--- src/rtl/cnt_pkg.sv ---
package cnt_pkg;
  typedef enum logic [1:0] {
    ADDR_CTRL  = 2'd0,
    ADDR_INCR  = 2'd1,
    ADDR_PHASE = 2'd2,
    ADDR_NONE  = 2'd3
  } reg_addr_e;

  localparam int MODE_LSB = 26;
  localparam int MODE_W   = 5;
  localparam logic [MODE_W-1:0] MODE_OFF = 5'd0;
  localparam logic [MODE_W-1:0] MODE_NCO = 5'd4;
endpackage

--- src/rtl/cnt_regs.sv ---
module cnt_regs #(
  parameter int DATA_W = 32
) (
  input  logic              clk,
  input  logic              rst,
  input  logic              wr_en,
  input  logic [1:0]        wr_addr,
  input  logic [DATA_W-1:0] wr_data,
  output logic [DATA_W-1:0] ctrl_q,
  output logic [DATA_W-1:0] ctrl_d,
  output logic [DATA_W-1:0] incr_q
);
  import cnt_pkg::*;

  always_comb begin
    ctrl_d = ctrl_q;
    if (wr_en && wr_addr == ADDR_CTRL) ctrl_d = wr_data;
  end

  always_ff @(posedge clk) begin
    if (rst) begin
      ctrl_q <= '0;
      incr_q <= '0;
    end else begin
      ctrl_q <= ctrl_d;
      if (wr_en && wr_addr == ADDR_INCR) incr_q <= wr_data;
    end
  end
endmodule

--- src/rtl/cnt_phase.sv ---
module cnt_phase #(
  parameter int DATA_W = 32
) (
  input  logic              clk,
  input  logic              rst,
  input  logic              load,
  input  logic [DATA_W-1:0] load_val,
  input  logic [DATA_W-1:0] incr,
  output logic [DATA_W-1:0] phase_q,
  output logic [DATA_W-1:0] phase_d
);
  // A load overrides the sum for that cycle.
  always_comb phase_d = load ? load_val : phase_q + incr;

  always_ff @(posedge clk) begin
    if (rst) phase_q <= '0;
    else     phase_q <= phase_d;
  end
endmodule

--- src/rtl/cnt_pin_drive.sv ---
module cnt_pin_drive #(
  parameter int DATA_W   = 32,
  parameter int NUM_PINS = 32,
  localparam int SEL_W   = (NUM_PINS > 1) ? $clog2(NUM_PINS) : 1
) (
  input  logic                clk,
  input  logic                rst,
  input  logic [DATA_W-1:0]   ctrl_d,
  input  logic                sign_d,
  output logic [NUM_PINS-1:0] pin_out,
  output logic [NUM_PINS-1:0] pin_oe
);
  import cnt_pkg::*;

  logic [MODE_W-1:0] mode_d;
  logic [SEL_W-1:0]  sel_d;
  logic              active_d;

  always_comb begin
    mode_d   = ctrl_d[MODE_LSB +: MODE_W];
    sel_d    = ctrl_d[SEL_W-1:0];
    active_d = (mode_d == MODE_NCO);
  end

  for (genvar p = 0; p < NUM_PINS; p++) begin : g_pin
    logic hit;
    always_comb hit = active_d && (sel_d == SEL_W'(p));
    always_ff @(posedge clk) begin
      if (rst) begin
        pin_out[p] <= 1'b0;
        pin_oe[p]  <= 1'b0;
      end else begin
        pin_out[p] <= hit & sign_d;
        pin_oe[p]  <= hit;
      end
    end
  end
endmodule

--- src/rtl/phase_pulse_counter.sv ---
module phase_pulse_counter #(
  parameter int DATA_W   = 32,
  parameter int NUM_PINS = 32
) (
  input  logic                clk,
  input  logic                rst,
  input  logic                wr_en,
  input  logic [1:0]          wr_addr,
  input  logic [DATA_W-1:0]   wr_data,
  output logic [DATA_W-1:0]   phase_rd,
  output logic [NUM_PINS-1:0] pin_out,
  output logic [NUM_PINS-1:0] pin_oe
);
  import cnt_pkg::*;

  logic [DATA_W-1:0] ctrl_q, ctrl_d, incr_q, phase_d;
  logic              phase_load;

  always_comb phase_load = wr_en && (wr_addr == ADDR_PHASE);

  cnt_regs #(.DATA_W(DATA_W)) u_regs (
    .clk(clk), .rst(rst), .wr_en(wr_en), .wr_addr(wr_addr),
    .wr_data(wr_data), .ctrl_q(ctrl_q), .ctrl_d(ctrl_d), .incr_q(incr_q)
  );

  cnt_phase #(.DATA_W(DATA_W)) u_phase (
    .clk(clk), .rst(rst), .load(phase_load), .load_val(wr_data),
    .incr(incr_q), .phase_q(phase_rd), .phase_d(phase_d)
  );

  cnt_pin_drive #(.DATA_W(DATA_W), .NUM_PINS(NUM_PINS)) u_drive (
    .clk(clk), .rst(rst), .ctrl_d(ctrl_d), .sign_d(phase_d[DATA_W-1]),
    .pin_out(pin_out), .pin_oe(pin_oe)
  );
endmodule

--- config.mk ---
export PLATFORM = sky130hd
export DESIGN_NAME = phase_pulse_counter
export DESIGN_NICKNAME = d
export VERILOG_FILES = /design/src/rtl/cnt_pkg.sv /design/src/rtl/cnt_regs.sv /design/src/rtl/cnt_phase.sv /design/src/rtl/cnt_pin_drive.sv /design/src/rtl/phase_pulse_counter.sv
export SDC_FILE = /design/constraint.sdc
export NUM_CORES = 1
export LEC_CHECK = 0
export BUFFER_PORTS_ARGS = -buffer_cell sky130_fd_sc_hd__buf_4
export CORE_ASPECT_RATIO = 0.6
export CORE_MARGIN = 1
export CORE_UTILIZATION = 45
export CTS_BUF_LIST = sky130_fd_sc_hd__clkbuf_8
export DETAILED_ROUTE_END_ITERATION = 8
export GPL_ROUTABILITY_DRIVEN = 0
export GPL_TIMING_DRIVEN = 0
export PLACE_DENSITY = 0.71
export SETUP_SLACK_MARGIN = 0.02
export SLEW_MARGIN = 20
export SYNTH_ARGS = -nofsm -noshare
export SYNTH_HDL_FRONTEND = slang
export SYNTH_SLANG_ARGS = --single-unit
--- constraint.sdc ---
create_clock -name clk -period 4.7 [get_ports clk]
set_input_delay 0 -clock clk [delete_from_list [all_inputs] [get_ports clk]]
set_output_delay 0 -clock clk [all_outputs]
set_load 0.1 [all_outputs]
# Word level (Yosys, flattened, before mapping)

Index checks and enable logic that the tools add are counted.

RAM bits: 0
Bits in latches: 0
Memories: 0
Register bits: 159
ROM bits: 0
Output and inout bits: 96
Logic and storage cells: 174
Bits of input ports: 37

Muxes and demuxes: 2
Add/sub/neg operators: 1
Divide/modulo/power cells: 0
$lt $le $gt $ge: 0
$mul: 0
Eq/ne operators: 34
Shift operators: 0
Reduce and logical (&&, ||, !) cells: 37
Bitwise logic cells: 32

Operator list:

| cell                                                            | number |
|---|---|
| 5-bit == test, second input constant                            | 16 |
| 5-bit by 4-bit == test with 1-bit output, second input constant | 8 |
| 1-bit logical AND                                               | 35 |
| 32-bit adder                                                    | 1 |
| 1-bit AND                                                       | 32 |
| 32-bit two-way mux                                              | 1 |
| 31-bit two-way mux                                              | 1 |
| 5-bit by 3-bit == test with 1-bit output, second input constant | 5 |
| 5-bit by 2-bit == test with 1-bit output, second input constant | 2 |
| 5-bit by 1-bit == test with 1-bit output, second input constant | 1 |
| 5-bit logical NOT                                               | 1 |
| 2-bit by 1-bit == test with 1-bit output, second input constant | 1 |
| 2-bit == test, second input constant                            | 1 |
| 2-bit logical NOT                                               | 1 |

# Logic depth before layout (Yosys ltp)

Gate-level depths: netlist of the first run.

Word-level depth: 6
Mapped depth: 12
Gate-level depth less buffers: 11

# Modules after synthesis

Synthesis of the first run repeated with hierarchy kept, for this count alone.

Cells, all modules: 912
Area total of the unflattened synthesis: 8708.4 um^2

Modules (own cells, without submodules):

| module              | seq. area each (um^2) | times used | area each (um^2) | cells each |
|---|---|---|---|---|
| cnt_phase           | 640.6                 | 1          | 3483.3           | 465 |
| cnt_regs            | 1281.2                | 1          | 3158.0           | 281 |
| cnt_pin_drive       | 1281.2                | 1          | 2058.2           | 165 |
| phase_pulse_counter | 0.0                   | 1          | 8.8              | 1 |

# Worst setup path after synthesis of the first run

Ideal clock, no wire load.

Path kind: flip-flop to flip-flop
Start: reg u_phase.phase_q[1]
End: reg u_phase.phase_q[29]
Clock period less this slack: 3396 ps
Data arrival time: 3274 ps
Stages on the path, launching flop included: 11
Required time: 4578 ps
Buffers on the path: 0
Slack: 1304 ps
Library setup time: 122 ps
Path through: dfxtp_1 > ha_1 > a211oi_2 > o21bai_1 > a221o_1 > a211o_1 > a21boi_2 > o21ai_2 > a311oi_2 > nor4_1 > a311o_1

Cells in the longest elaborated chain, start to end: 2

RTL lines:

| what                     | line            | text |
|---|---|---|
| start: declaration       | cnt_phase.sv:9  | `output logic [DATA_W-1:0] phase_q,` |
| start signal: assignment | cnt_phase.sv:17 | `else phase_q <= phase_d;` |
| 32-bit adder             | cnt_phase.sv:13 | `always_comb phase_d = load ? load_val : phase_q + incr;` |
| 32-bit two-way mux       | cnt_phase.sv:13 |  |

No other way between the ends.
A chain may end at the register's enable or synchronous reset.

# Worst setup path in the final report of the first run

Ends and elaborated chain as after synthesis.

==> results.ini, run 1 <==
[clock_network]
worst_path_clk_slew_ns = 0.09
cell_at_the_root_of_the_clock_tree = sky130_fd_sc_hd__clkbuf_8
cts_max_level = 4
postCtsSetupBuffers = 0
cts.sinks = 138
cts_inserted_buffers = 17
clk-insertion-delay-late_ns = 0.45
cts_resized = 0
hold_buffers = 32
cts_max_path_buffers = 2
cts_tree = built

[synth]
post-synth-top-area-fraction_pct = 45.3
synthesized_nets = 795
synth_sequential_area_ratio_pct = 45.3
synth_warnings = 0
netlist_instances = 726
synth_seq_cells = 138
syn_area_per_cell_um2 = 8.41
synth_top_area_cell = sky130_fd_sc_hd__dfxtp_1
syn-cell-area_um2 = 6100
synth_top_flop_cell = sky130_fd_sc_hd__dfxtp_1
number_of_enable_flip_flop_cells_after_synthesis = 0
yosys-top-cells-area = sky130_fd_sc_hd__dfxtp_1, sky130_fd_sc_hd__nand2_1, sky130_fd_sc_hd__a21oi_1, sky130_fd_sc_hd__ha_1, sky130_fd_sc_hd__nor4_1
yosysUniqueCellTypes = 55
synth_async_sr_flop_share_pct = 0

[cells_and_area]
seqCellArea_um2 = 2760
n_antenna_cell = 0
instances_no_fill = 1092
synthToLayoutAreaGrowth_pct = 30.9
multi_input_area_um2 = 3130
fillCellCount = 1118
finish.net_count = 978
drive_above_1_share_pct = 18.8

[sta]
min_period_over_period_pct = 65.5
period_minus_slack_ns = 3.08
timing_hold_violations_final = 0
finalSetupViolations = 0
final_max_slew_viol_count = 0
grt_setup_unrepaired = false
timing.slew.headroom_pct = 39.3
max_slew.worst_pin.slew_ns = 0.909
finalClockSkew_ns = 0.00975
final.setup.tns_ns = 0
maxClockFrequency_mhz = 325

[outcome]
violations_in_the_final_reports = design-rule violations
status = finished, violations left

[drt]
violation_count_after_the_first_detailed_route_iteration = 573
vias_per_cell = 5.70
route.vias.total = 6219
antenna_violating_nets_post_route = 0
drc_errors = 6
drt-wirelength-per-cell_um = 17.8
wl_um = 19400
drt_pass1_iterations = 9

[placed_design]
io_buffers = 132
place_hpwl_um = 14400
place.detailed.instances = 1028

[floorplanning]
die_x_um = 152
initial_utilization_pct = 46.9
fp.dieArea_um2 = 14000
floorplan.die.height_um = 92.2
coreArea_um2 = 13000
io-pin-count = 133
cell_rows = 32

[worst_setup_path]
critical_path_peak_fanout = 4
rrSetupSlack_ns = 1.62
critical_path_arrival_ns = 3.41
worst-setup-path-type = reg -> reg
cp-end-kind = flip-flop
crit_path_required_time_ns = 5.04
setup.worst_path.start_class = flip-flop

[worst_hold_path]
min_delay_path_class = in -> reg

[flow_run]
drv_cap = 0

[pwr]
irDropWorstVdd_v = 0.000181
tot_pwr_mw = 2.59
power_density_nw_per_um2 = 324
power.leakage_nw = 3.44

[global_route]
global_route_wire_length_before_repair_um = 30700
grt_usage_pct = 28.2
grt_max_degree = 17
grt_pass1_vias = 6149
grt_antenna_before_repair = 0
global_route.overflow_total = 0

## metal layers
metal | global-route usage, % | wire (um)
met1 | 39.3 | 9060
met2 | 42.1 | 8150
met3 | 7.33 | 1910
met4 | 9.86 | 287
met5 | 0 | 0
## worst paths after layout
path	startpoint	endpoint	depth (start not counted)
setup reg to reg	u_phase.phase_q[1]	u_phase.phase_q[29]	10
hold / removal	rst	u_phase.phase_q[24]	4
setup / recovery	u_phase.phase_q[1]	u_phase.phase_q[29]	10
hold reg to reg	u_regs.incr_q[23]	u_regs.incr_q[23]	2
## area by class of cell
cell class / instances / area share [%]
Clock buffer: 17 / 2.93
Timing Repair Buffer: 164 / 16.4
Inverter: 5 / 0.235
Multi-Input combinational cell: 538 / 39.2
Sequential cell: 138 / 34.6
Tap cell: 170 / 2.66
Clock inverter: 15 / 1.61
Buffer: 45 / 2.40
## power breakdown
part	switching, mW	total, mW	internal, mW
sequential	0.0223	1.22	1.20
combinational	0.314	0.450	0.136
clock	0.535	0.917	0.382
total	0.871	2.59	1.72
## stage by stage
step	hold slack (ns)	area, um2	setup slack [ns]	util [%]
after floorplan	0.115	6100	1.30	-
after global placement	0.252	7310	1.74	56.1
after detailed placement	0.250	7310	1.71	56.1
after CTS	0.0280	7990	1.66	61.4
after global routing	0.0595	7990	1.41	61.4
final	0.0455	7990	1.62	61.4
## critical path: stages (launching register included)
cell and delay, ns:
sky130_fd_sc_hd__dfxtp_1 0.35, sky130_fd_sc_hd__ha_1 0.33, sky130_fd_sc_hd__a211oi_2 0.27, sky130_fd_sc_hd__o21bai_1 0.14, sky130_fd_sc_hd__a221o_1 0.36, sky130_fd_sc_hd__a211o_1 0.40, sky130_fd_sc_hd__a21boi_2 0.23, sky130_fd_sc_hd__o21ai_2 0.12
sky130_fd_sc_hd__a311oi_2 0.37, sky130_fd_sc_hd__nor4_1 0.08, sky130_fd_sc_hd__a311o_1 0.33
## layout by cell type, fill, tap and decap left out, types with 3 or more instances in the layout
cell type / netlist / layout
sky130_fd_sc_hd__o31ai_1: 3 / 3
sky130_fd_sc_hd__xnor2_1: 10 / 10
sky130_fd_sc_hd__inv_8: 0 / 3
sky130_fd_sc_hd__a21oi_1: 93 / 93
sky130_fd_sc_hd__a311o_1: 3 / 3
sky130_fd_sc_hd__nor3_1: 5 / 5
sky130_fd_sc_hd__o21ai_1: 12 / 12
sky130_fd_sc_hd__clkbuf_1: 40 / 40
sky130_fd_sc_hd__buf_4: 0 / 132
sky130_fd_sc_hd__ha_1: 31 / 31
sky130_fd_sc_hd__inv_1: 5 / 6
sky130_fd_sc_hd__a211oi_1: 9 / 9
sky130_fd_sc_hd__nor2_1: 51 / 51
sky130_fd_sc_hd__dlygate4sd3_1: 0 / 32
sky130_fd_sc_hd__nand2_1: 159 / 159
sky130_fd_sc_hd__nand4_1: 7 / 7
sky130_fd_sc_hd__xor2_1: 12 / 12
sky130_fd_sc_hd__and3_1: 5 / 5
sky130_fd_sc_hd__o21a_1: 6 / 6
sky130_fd_sc_hd__o21bai_1: 3 / 3
sky130_fd_sc_hd__dfxtp_1: 138 / 138
sky130_fd_sc_hd__o21ai_0: 7 / 7
sky130_fd_sc_hd__or3_1: 4 / 4
sky130_fd_sc_hd__nand3b_1: 12 / 12
sky130_fd_sc_hd__a21o_1: 21 / 21
sky130_fd_sc_hd__clkbuf_8: 0 / 17
sky130_fd_sc_hd__nor4_1: 34 / 34
sky130_fd_sc_hd__clkinvlp_4: 0 / 4
sky130_fd_sc_hd__inv_6: 0 / 5
sky130_fd_sc_hd__nor4b_1: 3 / 3
sky130_fd_sc_hd__nand3_1: 10 / 10
sky130_fd_sc_hd__nor2b_1: 4 / 4
sky130_fd_sc_hd__buf_6: 3 / 3
## flip-flops by register name, summed over array words and instances, names as in the netlist
name / cells
u_drive.pin_oe: 32
u_drive.pin_out: 32
u_phase.phase_q: 32
u_regs.ctrl_q: 10
u_regs.incr_q: 32
## synthesized netlist by cell type, drive strengths merged (4+ instances only)
cell type  count
xnor2         10
clkbuf        40
nand3b        12
a21oi         93
nand4          7
o21a           6
o21ai         20
nand2        159
and3           5
inv            5
nor2          51
a21o          21
dfxtp        138
nor2b          4
buf            5
ha            31
nand3         11
a211oi        10
xor2          12
or3            4
nor4          35
nor3           5
## kinds of logic after synthesis
family / synth area share (%)
adders and majority gates: 6.68
muxes: 0.328
AOI/OAI and AO/OA: 17.5
xor gates and xnor gates: 3.16
buffers and inverters: 3.44
DFF: 45.3
and+or+nand+nor: 23.6
(Power assumes the default switching activity.)
==> run 2, diff against run 1 <==
- PLACE_DENSITY: 0.71 -> 0.74
- clock period: 4.7 -> 2.8 ns (I/O delays scaled with it)
==> results.ini, run 2 (synthesized netlist as in run 1, its figures left out) <==
[cells_and_area]
synthToLayoutAreaGrowth_pct = 37.9
n_antenna_cell = 0  ; unchanged
fillCellCount = 1098  ; -1.8%
finish.net_count = 998  ; +2.0%
commonest_non_fill_non_tap_cell_in_the_layout = sky130_fd_sc_hd__nand2_1
mostFrequentLayoutCells = sky130_fd_sc_hd__nand2_1, sky130_fd_sc_hd__buf_4, sky130_fd_sc_hd__dfxtp_1
instances_no_fill = 1112  ; +1.8%
drive_above_1_share_pct = 26.0  ; +7.2 points

[pwr]
irDropWorstVdd_v = 0.000340  ; +88%
internal_power_of_the_cells_mw = 3.00  ; +75%
power_density_nw_per_um2 = 532  ; +64%
sequentialPowerShare_pct = 45.9  ; -1.3 points
power_frac_clock_pct = 36.7  ; +1.3 points
power.leakage_nw = 3.58  ; +4.0%
switching_share_pct = 33.1  ; -0.59 points
comb_power_share_pct = 17.5  ; about the same
power.net_switching_mw = 1.48  ; +70%

[floorplanning]
floorplan.die.height_um = 92.2  ; unchanged
fp.dieArea_um2 = 14000  ; unchanged
cell_rows = 32  ; unchanged
initial_utilization_pct = 46.9  ; unchanged
coreArea_um2 = 13000  ; unchanged
die_x_um = 152  ; unchanged
io-pin-count = 133  ; unchanged

[clock_network]
cts_max_path_buffers = 2  ; unchanged
worst_path_clk_slew_ns = 0.09  ; about the same
cts.sinks = 138  ; unchanged
clk-insertion-delay-late_ns = 0.46  ; about the same
cts_inserted_buffers = 17  ; unchanged
cell_at_the_root_of_the_clock_tree = sky130_fd_sc_hd__clkbuf_8
cts_max_level = 4  ; unchanged
cts_tree = built

[worst_setup_path]
worst-setup-path-type = reg -> reg
timing.critical_path.to = u_phase.phase_q[29]
setup.worst_path.start_class = flip-flop
crit-reg2reg-capture = u_phase.phase_q[29]
beginning_of_the_critical_path = u_regs.incr_q[1]
rrSetupSlack_ns = -0.05  ; -1.67 ns
crit_path_required_time_ns = 3.15  ; -1.89 ns
critical_path_arrival_ns = 3.19  ; -0.22 ns
r2r_start = u_regs.incr_q[1]
crit_path_top_delay_cell = sky130_fd_sc_hd__a211o_1
critical_path_peak_fanout = 4  ; unchanged
ff2ff_path_depth = 10  ; unchanged
timing.critical_path.slowest_cell_delay_ns = 0.39  ; about the same
cp-end-kind = flip-flop
worstPathCellList = ha_4 -> a211oi_4 -> o21bai_1 -> a221o_1 -> a211o_1 -> a21boi_2 -> o21ai_2 -> a311oi_4 -> nor4_2 -> a311o_1

[sta]
grt_setup_unrepaired = true
final_max_slew_viol_count = 0  ; unchanged
max_slew.worst_pin.slew_ns = 0.960  ; +0.0513 ns
timing_hold_violations_final = 0  ; unchanged
finalSetupViolations = 23  ; +23
finalClockSkew_ns = 0.0171  ; +0.00732 ns
maxClockFrequency_mhz = 351  ; +8.2%
period_minus_slack_ns = 2.85  ; -0.233 ns
final_critical_path_setup_slack_ns = -0.0458  ; -1.67 ns
timing.slew.headroom_pct = 35.8  ; -3.4 points
min_period_over_period_pct = 102  ; +36 points

[global_route]
grt_usage_pct = 27.5  ; -0.72 points
grt_max_degree = 17  ; unchanged
grt_pass1_vias = 5620  ; -8.6%
grt_antenna_before_repair = 0  ; unchanged
global_route_wire_length_before_repair_um = 29800  ; -2.7%
global_route.overflow_total = 0  ; unchanged

[placed_design]
post-place-ws_ns = -0.134  ; -1.84 ns
place.detailed.instances = 1028  ; unchanged
place_hpwl_um = 13800  ; -4.0%
io_buffers = 132  ; unchanged

[drt]
drc_errors = 7  ; +1
route.vias.total = 6169  ; -0.80%
vias_per_cell = 5.55  ; -2.6%
wl_um = 19400  ; about the same
antenna_violating_nets_post_route = 0  ; unchanged
drt_pass1_iterations = 7  ; -2
violation_count_after_the_first_detailed_route_iteration = 492  ; -14%
drt-wirelength-per-cell_um = 17.4  ; -1.8%

[worst_hold_path]
min_delay_path_class = in -> reg

[outcome]
status = finished, violations left
violations_in_the_final_reports = design-rule violations, negative setup slack

[flow_run]
drv_cap = 0  ; unchanged

## run 2: cell count changes in the layout (fill, tap and decap cells not counted), sizes merged
cell         previous run  this run
buf                   137       156
bufinv                  0         1
clkinv                  2         3
clkinvlp                4         3
dlygate4sd3            32        33
inv                    14        13
## run 2: layout make-up
class | count | area, um2 | area share, %
clock buffers | 17 | 234 | 2.78
clock inverters | 15 | 155 | 1.84
repair buffers | 184 | 1460 | 17.4
inverters | 5 | 18.8 | 0.223
well taps | 170 | 213 | 2.53
multi-input cells | 538 | 3320 | 39.4
flip-flops and latches | 138 | 2820 | 33.5
plain buffers | 45 | 193 | 2.29
## run 2: power by group through the flow
stage	Combinational [mW]	Sequential, mW	Clock, mW
6_report	0.782	2.05	1.64
5_1_grt	0.827	2.06	1.73
4_1_cts	0.760	2.05	1.65
3_3_place_gp	0.703	2.10	0
3_5_place_dp	0.710	2.10	0
2_1_floorplan	0.280	2.32	0
## run 2: timing repair
item	in CTS	in global routing
pin swaps	17	16
resized for setup	12	20
hold endpoints to repair	73	0
endpoints found under the setup margin	37	42
setup buffers	14	5
hold buffers	33	0
## run 2: how the worst min path moves through the flow
stage | startpoint | to | slack [ns] | cells after the start
2_1_floorplan | wr_data[28] | u_phase.phase_q[28] | 0.11 | 2
3_5_place_dp | wr_data[24] | u_phase.phase_q[24] | 0.24 | 3
5_1_grt | rst | u_drive.pin_out[3] | 0.04 | 4
3_3_place_gp | wr_data[24] | u_phase.phase_q[24] | 0.25 | 3
4_1_cts | rst | u_drive.pin_out[3] | 0.005 | 4
6_report | rst | u_drive.pin_out[3] | 0.03 | 4
## run 2: metrics by stage
stage               total power, mW  util, %  area (um2)  setup TNS [ns]  hold slack [ns]
global placement               2.80     56.9        7410           -1.53            0.245
global route                   4.62     64.7        8410           -3.97           0.0383
floorplan                      2.60        -        6200         -0.0179            0.115
CTS                            4.46     63.7        8290               0          0.00460
finish                         4.48     64.7        8410          -0.326           0.0333
detailed placement             2.81     56.9        7410           -1.55            0.245
## run 2: worst max-delay path, delay by kind of cell, from the launching register on
kind                     cells  cell delay, ns
adder cells (fa/ha/maj)      1            0.25
AO/OA/AOI/OAI                8            2.06
flip-flops                   1            0.36
AND/OR/NAND/NOR              1            0.07
## run 2: layer usage
layer  global-route usage [%]  part of all wire [%]
met5                        0                     0
met4                     7.91                   1.2
met3                     5.20                   8.6
met2                     37.4                    40
met1                     42.8                    50
